--- src/rtl/shl_pkg.sv ---
package shl_pkg;

    localparam int unsigned SHL_DEFAULT_W = 16;

    typedef enum logic [1:0] {
        SH_HOLD      = 2'd0,
        SH_SERIAL_IN = 2'd1,
        SH_RECIRC    = 2'd2,
        SH_RELOAD    = 2'd3
    } shift_op_e;

    typedef struct packed {
        shift_op_e op;
        logic      capture;
        logic      drive;
    } shl_ctrl_t;

    // Refill wins over shifting; chip select gates every register update.
    function automatic shl_ctrl_t shl_decode(
        input logic cs_n,
        input logic shift_en,
        input logic rd_mode,
        input logic reload,
        input logic store_en
    );
        shl_ctrl_t c;
        c.op      = SH_HOLD;
        c.capture = 1'b0;
        c.drive   = 1'b0;
        if (!cs_n) begin
            if (reload)
                c.op = SH_RELOAD;
            else if (shift_en)
                c.op = rd_mode ? SH_RECIRC : SH_SERIAL_IN;
            c.capture = store_en;
            c.drive   = rd_mode;
        end
        return c;
    endfunction

endpackage

--- src/rtl/shl_ctrl.sv ---
module shl_ctrl
    import shl_pkg::*;
(
    input  logic      cs_n,
    input  logic      shift_en,
    input  logic      rd_mode,
    input  logic      reload,
    input  logic      store_en,
    output shl_ctrl_t ctrl
);

    always_comb begin
        ctrl = shl_decode(cs_n, shift_en, rd_mode, reload, store_en);
    end

endmodule

--- src/rtl/shl_shifter.sv ---
module shl_shifter
    import shl_pkg::*;
#(
    parameter int unsigned W = SHL_DEFAULT_W
) (
    input  logic         clk,
    input  logic         rst,
    input  shift_op_e    op,
    input  logic         ser_i,
    input  logic [W-1:0] load_d,
    output logic [W-1:0] q
);

    localparam int unsigned MSB = W - 1;

    logic [W-1:0] nxt;
    logic         top_bit;

    always_comb begin
        top_bit = (op == SH_RECIRC) ? q[0] : ser_i;
    end

    always_comb begin
        unique case (op)
            SH_SERIAL_IN,
            SH_RECIRC:  nxt = {top_bit, q[MSB:1]};
            SH_RELOAD:  nxt = load_d;
            default:    nxt = q;
        endcase
    end

    always_ff @(posedge clk) begin
        if (rst)
            q <= '0;
        else
            q <= nxt;
    end

endmodule

--- src/rtl/shl_store.sv ---
module shl_store #(
    parameter int unsigned W = 16
) (
    input  logic         clk,
    input  logic         rst,
    input  logic         clr_n,
    input  logic         capture,
    input  logic [W-1:0] d,
    output logic [W-1:0] q
);

    always_ff @(posedge clk or negedge clr_n) begin
        if (!clr_n)
            q <= '0;
        else if (rst)
            q <= '0;
        else if (capture)
            q <= d;
    end

    AST_CLEAR_EMPTIES: assert property (@(posedge clk) disable iff (rst)
        !clr_n |-> (q == '0));

    AST_CLEAR_BEATS_CAPTURE: assert property (@(posedge clk) disable iff (rst)
        (!clr_n && capture) |=> (q == '0 || clr_n));

endmodule

--- src/rtl/shift_store_loop.sv ---
module shift_store_loop
    import shl_pkg::*;
#(
    parameter int unsigned W = SHL_DEFAULT_W
) (
    input  logic         clk,
    input  logic         rst,
    input  logic         cs_n,
    input  logic         clr_n,
    input  logic         shift_en,
    input  logic         rd_mode,
    input  logic         reload,
    input  logic         store_en,
    input  logic         ser_i,
    output logic         ser_o,
    output logic         ser_oe,
    output logic [W-1:0] par_q
);

    localparam int unsigned MSB = W - 1;

    shl_ctrl_t    ctrl;
    logic [W-1:0] shift_q;
    logic [W-1:0] store_q;

    shl_ctrl u_ctrl (
        .cs_n     (cs_n),
        .shift_en (shift_en),
        .rd_mode  (rd_mode),
        .reload   (reload),
        .store_en (store_en),
        .ctrl     (ctrl)
    );

    shl_shifter #(.W(W)) u_shift (
        .clk    (clk),
        .rst    (rst),
        .op     (ctrl.op),
        .ser_i  (ser_i),
        .load_d (store_q),
        .q      (shift_q)
    );

    shl_store #(.W(W)) u_store (
        .clk     (clk),
        .rst     (rst),
        .clr_n   (clr_n),
        .capture (ctrl.capture),
        .d       (shift_q),
        .q       (store_q)
    );

    assign ser_o  = shift_q[0];
    assign ser_oe = ctrl.drive;
    assign par_q  = store_q;

    AST_WRITE_ENTRY: assert property (@(posedge clk) disable iff (rst)
        (!cs_n && shift_en && !reload && !rd_mode) |=>
            (shift_q == {$past(ser_i), $past(shift_q[MSB:1])}));

    AST_READ_RECIRC: assert property (@(posedge clk) disable iff (rst)
        (!cs_n && shift_en && !reload && rd_mode) |=>
            (shift_q == {$past(shift_q[0]), $past(shift_q[MSB:1])}));

    AST_RELOAD_FIRST: assert property (@(posedge clk) disable iff (rst)
        (!cs_n && reload) |=> (shift_q == $past(store_q)));

    AST_DESELECT_FREEZE: assert property (@(posedge clk) disable iff (rst)
        (cs_n && clr_n) |=> ($stable(shift_q) && (!clr_n || $stable(store_q))));

    AST_DESELECT_QUIET: assert property (@(posedge clk) disable iff (rst)
        cs_n |-> !ser_oe);

    AST_WRITE_NO_DRIVE: assert property (@(posedge clk) disable iff (rst)
        !rd_mode |-> !ser_oe);

    AST_IDLE_HOLD: assert property (@(posedge clk) disable iff (rst)
        (!cs_n && !shift_en && !reload && !store_en && clr_n) |=>
            ($stable(shift_q) && (!clr_n || $stable(store_q))));

endmodule

--- config.mk ---
export PLATFORM = sky130hd
export DESIGN_NAME = shift_store_loop
export DESIGN_NICKNAME = d
export VERILOG_FILES = /design/src/rtl/shl_pkg.sv /design/src/rtl/shl_ctrl.sv /design/src/rtl/shl_shifter.sv /design/src/rtl/shl_store.sv /design/src/rtl/shift_store_loop.sv
export SDC_FILE = /design/constraint.sdc
export NUM_CORES = 1
export LEC_CHECK = 0
export ABC_AREA = 1
export BUFFER_PORTS_ARGS = -buffer_cell sky130_fd_sc_hd__buf_2
export CAP_MARGIN = 20
export CORE_UTILIZATION = 55
export DETAILED_ROUTE_END_ITERATION = 16
export PLACE_DENSITY = 0.79
export RECOVER_POWER = 25
export SLEW_MARGIN = 10
export SYNTH_ARGS = -nofsm -noshare
export SYNTH_HDL_FRONTEND = slang
export SYNTH_SLANG_ARGS = --single-unit
--- constraint.sdc ---
create_clock -name clk -period 2.85 [get_ports clk]
set_clock_uncertainty 0.2 [all_clocks]
set_input_delay 0.285 -clock clk [delete_from_list [all_inputs] [get_ports clk]]
set_output_delay 0.285 -clock clk [all_outputs]
set_load 0.05 [all_outputs]
; Word-level counts from Yosys, hierarchy flattened
; Index checks and enable logic that the tools add are counted.
[classes]
n_bitwise = 0
n_lt_le_gt_ge = 0
n_div = 0
shifts = 0
n_addsub = 0
mux = 8
n_eq_ne = 3
n_mul = 0
reduce_logical = 3
[ops]
columns = operator, count
row1 = 16-bit two-way mux, 2
row2 = 16-bit case mux with 2 select lines, 1
row3 = 2-bit two-way mux, 3
row4 = "2-bit equality test, second input constant", 2
row5 = 4-bit two-way mux, 1
row6 = 2-bit nonzero test, 2
row7 = "2-bit by 1-bit equality test with 1-bit output, second input constant", 1
row8 = 2-bit OR reduction, 1
row9 = 1-bit two-way mux, 1
[word_totals]
ramBits = 0
ff_bits = 32
in_bits = 9
latch_bits = 0
out_inout_bits = 18
rom_bits = 0
mem_count = 0
wordCells = 16

; Longest topological paths before layout
[logic_depth]
depth_word = 7
ltp_mapped = 7
ltp_nobuf = 7

; Modules after synthesis
; Synthesis repeated with hierarchy kept, for this count alone.
[unflattened]
hier_cells = 221
hier_area_um2 = 1531.5
[modules_own_cells]
columns = module, cells_per_inst, area_each_um2, n_inst
row1 = shl_shifter, 141, 840.8, 1
row2 = shl_store, 70, 648.1, 1
row3 = shl_ctrl, 10, 42.5, 1

; Worst setup path after synthesis
; OpenSTA, ideal clock, no wires.
[synth_path]
kind = in2out
start = input rd_mode
end = output ser_oe
slack_ps = 1374
t_arrival_ps = 991
path_buffers = 0
required_ps = 2365
cell_stages = 2
path_cell_list = inv_1 nor2_1
[synth_between]
elab_chain_cells = 1
[synth_rtl]
columns = item, line_no
row1 = start: declaration, shift_store_loop.sv:11  ; input logic rd_mode,
row2 = 4-bit two-way mux, shl_pkg.sv:30  ; if (!cs_n) begin
row3 = end: declaration, shift_store_loop.sv:16  ; output logic ser_oe,
; Every way passes these cells.

; Final worst setup path
[layout_path]
start = input rst
end = register u_store.q[14]
[layout_between]
elab_chain_cells = 1
word_cells_on_any_way = 2
[layout_rtl]
columns = item, line_no
row1 = start: declaration, shift_store_loop.sv:7  ; input logic rst,
row2 = 16-bit two-way mux or 2-bit nonzero test (tied branches), n/a
row3 = end signal: assignment, shl_store.sv:14  ; q <= '0;
row4 = end signal: assignment, shl_store.sv:16  ; q <= '0;
row5 = end signal: assignment, shl_store.sv:18  ; q <= d;
row6 = end: declaration, shl_store.sv:9  ; output logic [W-1:0] q
; Parallel ways exist; a longest one is shown, timed or not.
; A chain may end at the register's enable or synchronous reset.

==> summary.md <==
The run gives 0 as the final count of pins violating max slew. The H-tree was split into 2 levels. Using the TritonRoute via totals, the vias-per-cell ratio works out to 5.32.

Entering global routing, the biggest net connects 33 pins. The tools report the starting density of the core as 60.1%. Synthesis handed over a netlist of 190 instances. The area fraction in compound gates after synthesis is 17.9%. The run gives 67.0% as the final cell utilization of the core. Category of the most critical setup path: in2reg.

The share of the cycle needed by the critical path after routing was 54.5%; the maximum vdd ir drop was 0.401 mV. From bottom edge to top edge, the die measures 55.0 um. Counting buffers and inverters, the worst setup path is 4 cells deep. In this run the horizontal extent of the chip is 55.0 um. Sequential cells were found to cover 46.7% of the synthesized design area.

The clock insertion delay at the later pin of the skew report is 0.34 ns. The completed layout was analyzed and its total power is 0.866 mW. The worst flop-to-flop path endpoint is u_shift.q[2]$_SDFFE_PP0P_. Pin placement for this block handled 27 I/O pins. The run gives 0 as the residual antenna-violating net count after detailed routing. Counting the fill cells in the layout gives 230.

The tools report the leakage component of the power as 0.710 nW. After synthesis, the largest family of logic cells by area is simple AND/OR/NAND/NOR gates. The final hold violation count came out at 0.

The tools report the via count of the routed design as 1,303. Setup violations remaining at the end of the flow were counted as 0. The run gives 1.81 ns as the worst setup slack for register-to-register paths. The nature of the critical path startpoint was a primary input. The measured slew at the worst slew-check pin was 0.887 ns; the weighted congestion reported at the end of routability-driven placement was 0.793. Setup repair after global routing left no endpoint under its margin. Critical path buffer and inverter count: 2. The worst reg2reg path startpoint was u_store.q[2]$_DFFE_PN0P_. The top cell types in the final layout, fill and taps aside, are nand2_1, nand3_1, buf_2. The xor/xnor cell area share of the yosys netlist is 0%. In this run, distinct cell masters in the synthesized netlist total 19.

After global routing the overflow that remains totals 0. Adding up every negative setup slack in the final design gives 0 ns. The buffer type at the clock tree root is clkbuf_4.

Dividing the synthesized area by the synthesized cell count gives 8.13 um^2. Relative to the synthesized area, the layout overhead comes to 11.3%. For the number of global-route vias before repair, the log shows 1,121. The class of the tightest hold or removal check was in2reg.

In this run the worst setup path terminates at u_store.q[14]$_DFFE_PN0P_. Counting along the longest clock path gives a buffer depth of 2. The run gives 721 um^2 as the sequential cell area. Dividing the detail-routed wire length by the instance count gives 12.1 um. The total wirelength of the detailed-routed design was 2980 um; the delay contributed by the slowest stage of the critical path was 0.51 ns. Of the cells placed in the final design, the portion with a size suffix greater than 1 is 22.8%. In this run the tightest slew margin relative to its limit is 40.9%.

After clock tree synthesis, the clock-pin slew on the worst setup and hold paths is 0.10 ns. Derived from the worst setup path, the maximum achievable clock frequency is 0.643 GHz. The floorplan step defined a core boundary enclosing 2570 um^2.

After Yosys synthesis, full adders, half adders and majority gates account for 0% of the synthesized area. In the routed design, unresolved DRC markers number 0. The run gives 18 as the row count.

The most used flip-flop cell after synthesis is dfxtp_1. For the detailed-routing iteration count for the pre-antenna-repair pass, the log shows 4. After synthesis, the share of flip-flops with an asynchronous set or reset is 50.0%. The flop and latch count out of synthesis is 32. In this run the worst path has a maximum fanout of 20. The flow ran to the end, and the final reports show no timing, DRC or antenna violations.

The number of I/O port buffers is 26. The tree built by TritonCTS fans out to 32 sinks. The tools report the nature of the critical path endpoint as a flip-flop. Among cell families on the critical path, the largest total delay comes from buffers and inverters. The worst path required time is 2.90 ns. The number of cells on the worst reg-to-reg path is 4. Summing the areas of all and, or, nand and nor instances in the mapped netlist gives 24.6% of the synthesized area. Among all stages on the critical path, the largest delay is contributed by inv_1. Yosys printed 0 warnings. Max-cap violations in this run came to 0.

The area of the multi-input gates was 657 um^2; the shortest period the worst path allows was 1.55 ns. The layout net count was 223; the post-synthesis net count was 199. Once detailed placement completed, the half-perimeter wirelength came to 1960 um. TritonCTS built the clock tree.

The total power per unit cell area works out to 504 nW/um^2. Data arrives at the worst endpoint at 1.60 ns. The count of cells resized by post-cts repair was 0; the global router's overall resource usage was 24.2%. For the count of antenna diodes in the layout, the log shows 0. Initial antenna violation count: 0. The first global-routing pass estimated 4950 um of wire. After the first detailed-routing iteration, the DRC count stood at 22. The cell area that synthesis handed to floorplanning was 1540 um^2. The critical path starts at rst. In the synthesized netlist, mux cells make up 0% of the area. Walking the worst path, the cells encountered are buf_2, inv_1, o21ai_2, o21ai_0.

The number of flops mapped to enable cells by yosys was 0; the number of CTS-inserted buffers was 5. The die area came out at 3020 um^2.
[tightest hold or removal path, stage by stage]
cell     delay, ns
buf_2         0.08
nand3_1       0.06
nand2_1       0.06
nor2_1        0.04
nor2_1        0.07
[worst min-delay path by stage]
stage / start / endpoint / slack, ns / depth (start not counted)
finish: ser_i / u_shift.q[15]$_SDFFE_PP0P_ / 0.08 / 5
global route: ser_i / u_shift.q[15]$_SDFFE_PP0P_ / 0.08 / 5
CTS: ser_i / u_shift.q[15]$_SDFFE_PP0P_ / 0.08 / 5
detailed placement: clr_n / u_store.q[3]$_DFFE_PN0P_ / 0.03 / 1
global placement: clr_n / u_store.q[2]$_DFFE_PN0P_ / 0.02 / 1
floorplan: clr_n / u_store.q[0]$_DFFE_PN0P_ / -0.21 / 0
[metal layers]
metal,up-vias,global-route usage (%),wire (um)
li1,686,-,-
met1,584,29.2,1450
met2,28,39.2,1360
met3,5,9.84,118
met4,0,7.50,49
met5,-,0,0
[cell families after synthesis]
logic type / count (synthesis)
compound gates: 47
buf+inv: 32
flops: 32
simple gates: 79
[report_power, final]
part / internal, mW / switching (mW) / leakage [nW]
Clock: 0.184 / 0.154 / 0.0422
Sequential: 0.453 / 0.00207 / 0.353
Combinational: 0.0165 / 0.0574 / 0.315
Total: 0.653 / 0.213 / 0.710
[layout make-up]
class	instances	area share (%)
flip-flops and latches	32	41.9
multi-input cells	126	38.2
repair buffers	28	8.52
inverters	21	4.73
clock buffers	6	2.40
well taps	30	2.18
clock inverters	2	2.04
[cell usage after synthesis, types with 2 or more instances]
cell type | count | area, um^2
nand2_1 | 35 | 131
nand3_1 | 35 | 175
o21ai_0 | 21 | 105
inv_1 | 20 | 75.1
dfrtp_1 | 16 | 400
dfxtp_1 | 16 | 320
o21ai_1 | 10 | 50.1
a21oi_2 | 9 | 78.8
a21oi_1 | 5 | 25.0
buf_6 | 4 | 45.0
nor2_1 | 4 | 15.0
buf_4 | 3 | 22.5
nand2_4 | 3 | 33.8
buf_2 | 2 | 10.0
clkbuf_1 | 2 | 7.51
o21ai_2 | 2 | 17.5
[registers in the layout, indices dropped and copies added, names as in the netlist]
signal     flops
u_shift.q     16
u_store.q     16
[repair_timing]
action / CTS / global route
buffers inserted: 0 / 0
hold buffers: 1 / 0
endpoints found under the hold margin: 16 / 0
[stage by stage]
step | cell area (um^2) | setup WS, ns | cells | hold WS (ns)
floorplan | 1540 | 1.37 | 190 | -0.211
global placement | 1630 | 1.03 | 236 | 0.0199
detailed placement | 1630 | 0.963 | 236 | 0.0273
CTS | 1720 | 1.30 | 245 | 0.0771
global route | 1720 | 1.18 | 245 | 0.0796
finish | 1720 | 1.30 | 245 | 0.0776
Note: power is estimated with default switching activity, not from simulation.
